[config.mk]
export PLATFORM = sky130hd
export DESIGN_NAME = idiv_unit
export DESIGN_NICKNAME = d
export VERILOG_FILES = /design/src/rtl/idiv_pkg.sv /design/src/rtl/idiv_prep.sv /design/src/rtl/idiv_core.sv /design/src/rtl/idiv_post.sv /design/src/rtl/idiv_unit.sv
export SDC_FILE = /design/constraint.sdc
export NUM_CORES = 1
export LEC_CHECK = 0
export ABC_AREA = 1
export BUFFER_PORTS_ARGS = -buffer_cell sky130_fd_sc_hd__buf_2
export CORE_MARGIN = 2
export CORE_UTILIZATION = 48
export CTS_BUF_LIST = sky130_fd_sc_hd__clkbuf_4 sky130_fd_sc_hd__clkbuf_8
export DETAILED_ROUTE_END_ITERATION = 7
export PLACE_DENSITY = 0.67
export SYNTH_ARGS = -nofsm -noshare
export SYNTH_HDL_FRONTEND = slang
export SYNTH_SLANG_ARGS = --single-unit
[constraint.sdc]
create_clock -name clk -period 2.35 [get_ports clk]
set_input_delay 0.1175 -clock clk [delete_from_list [all_inputs] [get_ports clk]]
set_output_delay 0.1175 -clock clk [all_outputs]
set_load 0.01 [all_outputs]
[src/rtl/idiv_pkg.sv]
package idiv_pkg;
  localparam logic [1:0] DM_WORD = 2'b00;
  localparam logic [1:0] DM_LONG = 2'b01;
  localparam logic [1:0] DM_WIDE = 2'b10;

  typedef enum logic [1:0] {S_IDLE, S_RUN, S_FIN} dstate_e;
endpackage

[src/rtl/idiv_prep.sv]
// Operand conditioning: selects the dividend and divisor per form and
// turns them into magnitudes plus result signs.
module idiv_prep import idiv_pkg::*; #(
  parameter int W = 32
) (
  input  logic [1:0]     mode,
  input  logic           sgn,
  input  logic [W-1:0]   op_hi,
  input  logic [W-1:0]   op_lo,
  input  logic [W-1:0]   dsr,
  output logic [2*W-1:0] dvd_mag,
  output logic [W-1:0]   dsr_mag,
  output logic           q_neg,
  output logic           r_neg,
  output logic           dsr_zero
);
  localparam int H = W / 2;

  logic [2*W-1:0] dvd;
  logic [W-1:0]   d;
  logic           dvd_neg, d_neg;

  always_comb begin
    if (mode == DM_WIDE) dvd = {op_hi, op_lo};
    else if (sgn)        dvd = {{W{op_lo[W-1]}}, op_lo};
    else                 dvd = {{W{1'b0}}, op_lo};

    if (mode == DM_WORD) d = sgn ? {{H{dsr[H-1]}}, dsr[H-1:0]} : {{H{1'b0}}, dsr[H-1:0]};
    else                 d = dsr;

    dvd_neg  = sgn & dvd[2*W-1];
    d_neg    = sgn & d[W-1];
    dvd_mag  = dvd_neg ? -dvd : dvd;
    dsr_mag  = d_neg ? -d : d;
    q_neg    = dvd_neg ^ d_neg;
    r_neg    = dvd_neg;
    dsr_zero = (d == '0);
  end
endmodule

[src/rtl/idiv_core.sv]
// Radix-2 restoring iteration on magnitudes: one quotient bit per step.
module idiv_core #(
  parameter int W = 32
) (
  input  logic           clk,
  input  logic           rst_n,
  input  logic           load,
  input  logic           step,
  input  logic [2*W-1:0] dvd_mag,
  input  logic [W-1:0]   dsr_mag,
  output logic [2*W-1:0] quo_mag,
  output logic [W-1:0]   rem_mag,
  output logic [W-1:0]   dsr_q
);
  logic [W:0]   shifted;
  logic         ge;
  logic [W-1:0] rem_nx;

  function automatic logic [W:0] sub_trial(input logic [W:0] a, input logic [W-1:0] b);
    return a - {1'b0, b};
  endfunction

  always_comb begin
    shifted = {rem_mag, quo_mag[2*W-1]};
    ge      = (shifted >= {1'b0, dsr_q});
    rem_nx  = ge ? sub_trial(shifted, dsr_q)[W-1:0] : shifted[W-1:0];
  end

  always_ff @(posedge clk or negedge rst_n) begin
    if (!rst_n) begin
      quo_mag <= '0;
      rem_mag <= '0;
      dsr_q   <= '0;
    end else if (load) begin
      quo_mag <= dvd_mag;
      rem_mag <= '0;
      dsr_q   <= dsr_mag;
    end else if (step) begin
      quo_mag <= {quo_mag[2*W-2:0], ge};
      rem_mag <= rem_nx;
    end
  end
endmodule

[src/rtl/idiv_post.sv]
// Result shaping: sign restore, overflow test, packing and flag values.
module idiv_post import idiv_pkg::*; #(
  parameter int W = 32
) (
  input  logic [2*W-1:0] quo_mag,
  input  logic [W-1:0]   rem_mag,
  input  logic           q_neg,
  input  logic           r_neg,
  input  logic           sgn,
  input  logic [1:0]     mode,
  output logic           ovf,
  output logic [W-1:0]   res_q,
  output logic [W-1:0]   res_r,
  output logic           res_n,
  output logic           res_z
);
  localparam int H = W / 2;
  localparam logic [2*W-1:0] ONE = 1;

  logic [W-1:0] qs;

  function automatic logic quo_ovf(input logic [2*W-1:0] mag, input logic neg,
                                   input logic s, input int rw);
    if (!s)       return (mag >> rw) != '0;
    else if (neg) return mag > (ONE << (rw - 1));
    else          return mag >= (ONE << (rw - 1));
  endfunction

  always_comb begin
    qs    = q_neg ? -quo_mag[W-1:0] : quo_mag[W-1:0];
    res_r = r_neg ? -rem_mag : rem_mag;
    if (mode == DM_WORD) begin
      ovf   = quo_ovf(quo_mag, q_neg, sgn, H);
      res_q = {res_r[H-1:0], qs[H-1:0]};
      res_n = qs[H-1];
      res_z = (qs[H-1:0] == '0);
    end else begin
      ovf   = quo_ovf(quo_mag, q_neg, sgn, W);
      res_q = qs;
      res_n = qs[W-1];
      res_z = (qs == '0);
    end
  end
endmodule

[src/rtl/idiv_unit.sv]
module idiv_unit import idiv_pkg::*; #(
  parameter int W = 32
) (
  input  logic         clk,
  input  logic         rst_n,
  input  logic         start,
  input  logic         is_signed,
  input  logic [1:0]   mode,
  input  logic         same_reg,
  input  logic [W-1:0] op_hi,
  input  logic [W-1:0] op_lo,
  input  logic [W-1:0] divisor,
  output logic         busy,
  output logic         done,
  output logic         dz_trap,
  output logic         wr_q,
  output logic [W-1:0] q_val,
  output logic         wr_r,
  output logic [W-1:0] r_val,
  output logic         flag_n,
  output logic         flag_z,
  output logic         flag_v,
  output logic         flag_c
);
  localparam int ITER = 2 * W;
  localparam int CW   = $clog2(ITER + 1);

  dstate_e        st;
  logic [CW-1:0]  cnt;
  logic [1:0]     mode_l;
  logic           sgn_l, same_l, qneg_l, rneg_l;

  logic [2*W-1:0] dvd_mag, quo_mag;
  logic [W-1:0]   dsr_mag, rem_mag, dsr_q, res_q, res_r;
  logic           q_neg, r_neg, dsr_zero, ovf, res_n, res_z;

  // named internal events
  logic accept, dz_hit, stepping, finish;
  assign accept   = (st == S_IDLE) && start && !dsr_zero;
  assign dz_hit   = (st == S_IDLE) && start && dsr_zero;
  assign stepping = (st == S_RUN);
  assign finish   = (st == S_FIN);
  assign busy     = (st != S_IDLE);

  idiv_prep #(.W(W)) u_prep (
    .mode(mode), .sgn(is_signed), .op_hi(op_hi), .op_lo(op_lo), .dsr(divisor),
    .dvd_mag(dvd_mag), .dsr_mag(dsr_mag), .q_neg(q_neg), .r_neg(r_neg),
    .dsr_zero(dsr_zero));

  idiv_core #(.W(W)) u_core (
    .clk(clk), .rst_n(rst_n), .load(accept), .step(stepping),
    .dvd_mag(dvd_mag), .dsr_mag(dsr_mag),
    .quo_mag(quo_mag), .rem_mag(rem_mag), .dsr_q(dsr_q));

  idiv_post #(.W(W)) u_post (
    .quo_mag(quo_mag), .rem_mag(rem_mag), .q_neg(qneg_l), .r_neg(rneg_l),
    .sgn(sgn_l), .mode(mode_l), .ovf(ovf), .res_q(res_q), .res_r(res_r),
    .res_n(res_n), .res_z(res_z));

  always_ff @(posedge clk or negedge rst_n) begin
    if (!rst_n) begin
      st <= S_IDLE;  cnt <= '0;
      mode_l <= DM_WORD;  sgn_l <= 1'b0;  same_l <= 1'b0;
      qneg_l <= 1'b0;  rneg_l <= 1'b0;
      done <= 1'b0;  dz_trap <= 1'b0;  wr_q <= 1'b0;  wr_r <= 1'b0;
      q_val <= '0;  r_val <= '0;
      flag_n <= 1'b0;  flag_z <= 1'b0;  flag_v <= 1'b0;  flag_c <= 1'b0;
    end else begin
      done <= 1'b0;  dz_trap <= 1'b0;  wr_q <= 1'b0;  wr_r <= 1'b0;
      unique case (st)
        S_IDLE: begin
          if (dz_hit) begin
            done <= 1'b1;  dz_trap <= 1'b1;  flag_c <= 1'b0;
          end else if (accept) begin
            mode_l <= mode;  sgn_l <= is_signed;  same_l <= same_reg;
            qneg_l <= q_neg;  rneg_l <= r_neg;
            cnt <= '0;
            st <= S_RUN;
          end
        end
        S_RUN: begin
          cnt <= cnt + 1'b1;
          if (cnt == CW'(ITER - 1)) st <= S_FIN;
        end
        S_FIN: begin
          st <= S_IDLE;
          done <= 1'b1;
          flag_c <= 1'b0;
          if (ovf) begin
            flag_v <= 1'b1;  flag_z <= 1'b0;
          end else begin
            flag_v <= 1'b0;  flag_n <= res_n;  flag_z <= res_z;
            wr_q  <= 1'b1;
            wr_r  <= (mode_l != DM_WORD) && !same_l;
            q_val <= res_q;
            r_val <= res_r;
          end
        end
        default: st <= S_IDLE;
      endcase
    end
  end


  done_pulse_chk: assert property (@(posedge clk) disable iff (!rst_n)
    done |=> !done);

  done_idle_chk: assert property (@(posedge clk) disable iff (!rst_n)
    done |-> !busy);

  dz_nowrite_chk: assert property (@(posedge clk) disable iff (!rst_n)
    dz_trap |-> (done && !wr_q && !wr_r));

  ovf_hold_chk: assert property (@(posedge clk) disable iff (!rst_n)
    (done && !dz_trap && flag_v) |-> (!flag_z && !wr_q && !wr_r && flag_n == $past(flag_n)));

  rem_strobe_chk: assert property (@(posedge clk) disable iff (!rst_n)
    wr_r |-> wr_q);

  rem_bound_chk: assert property (@(posedge clk) disable iff (!rst_n)
    finish |-> (rem_mag < dsr_q));
endmodule

---- Yosys cells after proc, flatten, opt, wreduce, memory -nomap -nowiden ----
Index checks and enable logic that the tools add are counted.
storage, ports and cells
  logic and storage cells ................. 107
  input port bits ......................... 103
  output and inout bits ................... 73
  bits in latches ......................... 0
  bits in read-only memories .............. 0
  register bits ........................... 215
  memory bits (writable) .................. 0
  memories kept ........................... 0
operators by class
  divide/modulo/power cells ............... 0
  eq/ne operators ......................... 8
  shift-type cells ........................ 0
  magnitude comparators ................... 5
  add/subtract/negate cells ............... 6
  bitwise operators ....................... 5
  mux-type cells .......................... 39
  reductions and logical operators ........ 24
  multipliers ............................. 0
operators by type and width
  cell                                                                                   count
  64-bit 2-to-1 mux                                                                      5
  32-bit 2-to-1 mux                                                                      9
  64-bit nonzero test                                                                    2
  32-bit negation                                                                        3
  64-bit by 16-bit greater-or-equal comparator with 1-bit output, second input constant  1
  64-bit by 32-bit greater-or-equal comparator with 1-bit output, second input constant  1
  64-bit by 16-bit greater-than comparator with 1-bit output, second input constant      1
  64-bit by 32-bit greater-than comparator with 1-bit output, second input constant      1
  32-bit zero test                                                                       2
  64-bit negation                                                                        1
  33-bit by 32-bit greater-or-equal comparator with 1-bit output                         1
  32-bit subtractor                                                                      1
  16-bit zero test                                                                       1
  1-bit 2-to-1 mux                                                                       16
  7-bit 2-to-1 mux                                                                       2
  7-bit case mux with 2 select lines                                                     1
  2-bit nonzero test                                                                     5
  3-bit AND reduction                                                                    3
  7-bit by 1-bit adder with 7-bit output, second input constant                          1
  7-bit by 6-bit equality test with 1-bit output, second input constant                  1
  2-bit zero test                                                                        3
  2-bit 2-to-1 mux                                                                       3
  2-bit != test, second input constant                                                   3
  2-bit equality test, second input constant                                             2
  10 further kinds                                                                       18

---- Longest topological paths before layout ----
  depth after elaboration ................. 8
  depth in mapped cells ................... 17
  gate-level depth less buffers ........... 17

---- By module ----
Synthesis repeated with hierarchy kept, for this count alone.
second synthesis, totals
  cells, all modules ...................... 2765
  area, all modules ....................... 17529.3 µm²
modules (own cells, without submodules)
  module     seq. area each (µm²)  area an instance (µm²)  cells an instance  instances
  idiv_core  3203.1                8191.6                  1165               1
  idiv_prep  0.0                   3672.3                  755                1
  idiv_unit  2152.1                3348.2                  378                1
  idiv_post  0.0                   2317.2                  467                1

---- Worst setup path before layout ----
No wires, ideal clock.
  path type ............................... register to register
  from .................................... register u_core.rem_mag[20]
  to ...................................... register u_core.rem_mag[20]
  slack ................................... 0.179 ns
  path buffers ............................ 1
  stages on the path, launching flop included .. 14
  arrival time ............................ 2.053 ns
  path through ............................ dfrtp_1 -> ha_1 -> nand2_1 -> nor2_1 -> nand2_1 -> nor2_1 -> inv_1 -> nor4_1 -> nor2_1 -> nand2_2 -> buf_2 -> o21ai_0 -> nand3_1 -> nand2_1
between the ends
  longest elaborated chain between the ends .. 4
ends and longest elaborated chain
  what                                                            line             RTL
  start, declared                                                 idiv_core.sv:12  output logic [W-1:0] rem_mag,
  start signal, assigned                                          idiv_core.sv:40  rem_mag <= rem_nx;
  33-bit by 32-bit greater-or-equal comparator with 1-bit output  idiv_core.sv:25  ge = (shifted >= {1'b0, dsr_q});
  32-bit 2-to-1 mux                                               idiv_core.sv:26  rem_nx = ge ? sub_trial(shifted, dsr_q)[W-1:0] : shifted[W-1:0];
  32-bit 2-to-1 mux                                               idiv_core.sv:38  end else if (step) begin
  32-bit 2-to-1 mux                                               idiv_core.sv:34  end else if (load) begin
No other way between the ends. The select of a mux whose other input is x is not followed.
A chain may end at the register's enable or synchronous reset.

---- Worst setup path after layout ----
  from .................................... register u_core.rem_mag[12]
  to ...................................... register u_core.rem_mag[21]
between the ends
  longest elaborated chain between the ends .. 4
ends and longest elaborated chain
  what                                                                                                        line
  32-bit subtractor / 33-bit by 32-bit greater-or-equal comparator with 1-bit output (equally long branches)  idiv_core.sv:20, idiv_core.sv:25
  32-bit 2-to-1 mux *                                                                                         idiv_core.sv:26
  32-bit 2-to-1 mux *                                                                                         idiv_core.sv:38
  32-bit 2-to-1 mux *                                                                                         idiv_core.sv:34
Mark *: on every way between the ends. The rest lies on a longest branch, timed or not. The select of a mux whose other input is x is not followed.

==> impl_metrics.csv <==
group,metric,value,unit
critical_path,cp_max_fo,8,
synth,ys_ff_latch,214,
global_route,antenna_found_initial,3,
global_route,grt_max_degree,66,
timing,rsz0062_at_grt,"true",
cells_and_area,antenna_cells,0,
floorplanning,io_pins,176,
route,postRouteAntennaNets,0,
synth,syn_area_per_cell,6.54,um^2
floorplanning,die_h,189,um
synth,synth-edff-count,0,
synth,synth_nets,2643,
synth,synthArstFlopShare,100,%
cts,cts_tree,"done",
cells_and_area,fin_nets,2999,
route,avgRoutedWirePerCell,18.0,um
place,post-dp-hpwl,45.9,mm
synth,synth_top_area_share,32.7,%
timing,fmax,429,MHz
floorplanning,initial_utilization,48.8,%
pwr,ir_drop,0.440,mV
run_status,status,"completed",
min_path,hold_path.startpoint,"op_lo[28]",
cts,h-tree-depth,2,
pwr,p_sw_share,27.4,%
place,io_buffers,174,
pwr,powerDensity,409,mW/mm^2
timing,finalHoldViolations,0,
global_route,track_usage,33.1,%
synth,synth_xor_area_share,6.74,%
global_route,grt_overflow_total,0,
pwr,power.internal,6190,uW
timing,fin_crit_sh,99.2,%
floorplanning,rows,67,
min_path,min_path_type,"in2reg",
critical_path,arrival,2.82,ns
critical_path,critical_path_required,2.84,ns
route,vias,18100,
synth,yosys-mux-area-fraction,0,%
synth,seq_area_frac_synth,32.7,%
route,viasPerCell,5.44,
route,finalWirelength,60.0,mm
global_route,grt_pass1_vias,17200,
timing,slew_violations,0,
pwr,clkPwrFrac,44.1,%
timing,period_needed,2.33,ns
cts,clockBufferDepth,3,
synth,synth_top_flop_cell,"dfrtp_1",
route,drtIter0Drc,1393,
synth,synth.area.top_cells,"dfrtp_1 (33%), nand2_1 (18%), nor2_1 (6.9%), nand3_1 (6.0%), inv_1 (5.8%)",
synth,ys_types,48,
pwr,p_leak,0.0105,uW
cells_and_area,syn_to_final_growth,27.4,%
timing,setup_viol,0,
floorplanning,core_area,0.0335,mm^2
critical_path,startpoint,"u_core.rem_mag[12]",
synth,syn_inst,2502,
cts,clock-sinks,214,
pwr,p_switching,2330,uW
cts,clk_pin_slew,0.06,ns
route,drc_errors,0,
synth,synth_top_family_by_area,"simple AND/OR/NAND/NOR gates",
synth,yosys_warnings,0,
floorplanning,die_w,189,um
pwr,comb_power_share,12.6,%
synth,yosysTopAreaCell,"dfrtp_1",
timing,fin_worst_hold_slack,0.0206,ns
cts,cts_root_buffer,"clkbuf_8",
cts,clk_latency,0.56,ns
pwr,p_total,8530,uW
synth,synthAdderAreaFrac,2.95,%
timing,clock_skew,0.0272,ns
synth,synth_compound_area_share,12.7,%
cts,numCtsBuffers,39,
synth,yosys.area_share.simple,35.5,%
critical_path,critPathKind,"reg2reg",
critical_path,critPathCaptureType,"flip-flop",
timing,slew-limit-headroom,55.0,%
pwr,pwr-share-seq,43.2,%
cells_and_area,drive_gt1_share,20.5,%
global_route,grt_pass1_wl,93.1,mm
timing,tightest_slew,0.673,ns
flow_run,maxCapViolCount,0,
floorplanning,dieArea,0.0356,mm^2
synth,netlist_area,0.0164,mm^2
critical_path,r2r-start,"u_core.rem_mag[12]",
critical_path,setup.worst_path.start_class,"flip-flop",
route,firstDrtPassIters,5,
place,finalWeightedCongestion,0.969,
==> area by class of cell <==
type,instances,area (um^2)
Tap cell,448,561
Inverter,264,1000
Clock buffer,55,701
Sequential cell,214,5360
Fill cell,3218,12700
Timing Repair Buffer,405,2990
Multi-Input combinational cell,1934,10100
Clock inverter,9,97.6
==> worst paths after layout <==
check,slack [ns],cells past startpoint,end
setup / recovery,0.02,13,u_core.rem_mag[21]
hold / removal,0.02,3,u_core.quo_mag[28]
setup reg to reg,0.02,13,u_core.rem_mag[21]
hold reg to reg,0.48,2,r_val[13]
max in group asynchronous,1.36,3,u_core.rem_mag[13]
min in group asynchronous,0.11,2,q_val[3]
==> through the flow <==
| stage | setup slack [ns] | std cells | util [%] | setup TNS, ns | instance area (um^2) |
|---|---|---|---|---|---|
| after floorplan | 0.179 | 2502 | - | 0 | 16400 |
| final | 0.0181 | 3329 | 62.2 | 0 | 20900 |
| after CTS | 0.00259 | 3302 | 59.4 | 0 | 19900 |
| after detailed placement | -0.121 | 3192 | 55.5 | -3.20 | 18600 |
| after global placement | -0.111 | 3192 | 55.5 | -1.95 | 18600 |
| after global routing | -0.102 | 3329 | 62.2 | -2.67 | 20900 |
==> cell usage in the layout (no fill, tap or decap), types with 36 or more instances in the layout <==
| cell type | n |
|---|---|
| a21oi_1 | 55 |
| buf_2 | 173 |
| buf_4 | 164 |
| clkbuf_8 | 47 |
| dfrtp_1 | 211 |
| dlygate4sd3_1 | 46 |
| inv_1 | 245 |
| nand2_1 | 772 |
| nand3_1 | 188 |
| nor2_1 | 269 |
| o21ai_0 | 130 |
| o21ai_1 | 90 |
| xnor2_1 | 36 |
| xor2_1 | 90 |
==> synth_stat cells, types with 2 or more instances <==
cell type and number:
a21o_1 5, a21oi_1 70, a22oi_1 6, a31oi_1 4, and2_1 5, and3_1 2, buf_1 5, buf_2 33
buf_4 17, buf_6 13, clkbuf_1 22, clkinv_1 2, dfrtp_1 214, ha_1 37, inv_1 253, inv_2 8
nand2_1 795, nand2_2 10, nand2_4 2, nand3_1 195, nand3_2 5, nand3b_1 15, nand4_1 25, nor2_1 300
nor2_2 11, nor2_4 4, nor3_1 20, nor4_1 3, o211ai_1 8, o21a_1 4, o21ai_0 144, o21ai_1 79
o21bai_1 5, o221ai_1 24, o22ai_1 15, o31ai_1 3, or2_2 4, xnor2_1 36, xor2_1 90
==> power by group through the flow <==
stage               Combinational [uW]  Clock (uW)  Sequential [uW]
floorplan                          542           0             3750
global placement                   979           0             3750
detailed placement                 982           0             3750
CTS                               1040        3830             3690
global route                      1180        3980             3680
finish                            1080        3760             3690
==> cell families after synthesis <==
kind of cell / count (synthesis)
other cells: 1
xor+xnor: 126
compound gates: 372
flops: 214
simple gates: 1397
fa+ha+maj: 38
buf+inv: 354
==> registers in the layout (all words and copies together) (netlist names), 2 cells and up <==
signal and count:
st 2, mode_l 2, u_core.rem_mag 32, u_core.quo_mag 64, r_val 32, u_core.dsr_q 32
cnt 7, q_val 32
==> what timing repair did <==
action,CTS,global route
setup buffers,0,24
resized for setup,18,150
setup endpoints to repair,36,131
cloned,0,4
hold buffers,46,0
pin swaps,0,29
hold endpoints to repair,115,0
==> layer usage <==
layer	vias to the layer above	GRT usage, %	wire [um]
met5	-	0	30
met4	4	9.98	1750
met3	133	6.87	5240
met2	785	50.6	26400
met1	8404	46.9	26600
li1	8783	-	-
==> worst max-delay path, stage by stage, from the launching register on <==
cell and delay (ns):
dfrtp_1 0.44, ha_4 0.31, nand2_2 0.06, nor2_2 0.14
nand2_2 0.09, nor2_4 0.11, inv_1 0.07, nor4_4 0.32
nor2_4 0.11, nand2_8 0.15, buf_12 0.15, nor2_1 0.05
nand3b_1 0.16, nand2_1 0.10
Power figures use the tool's default switching activity.
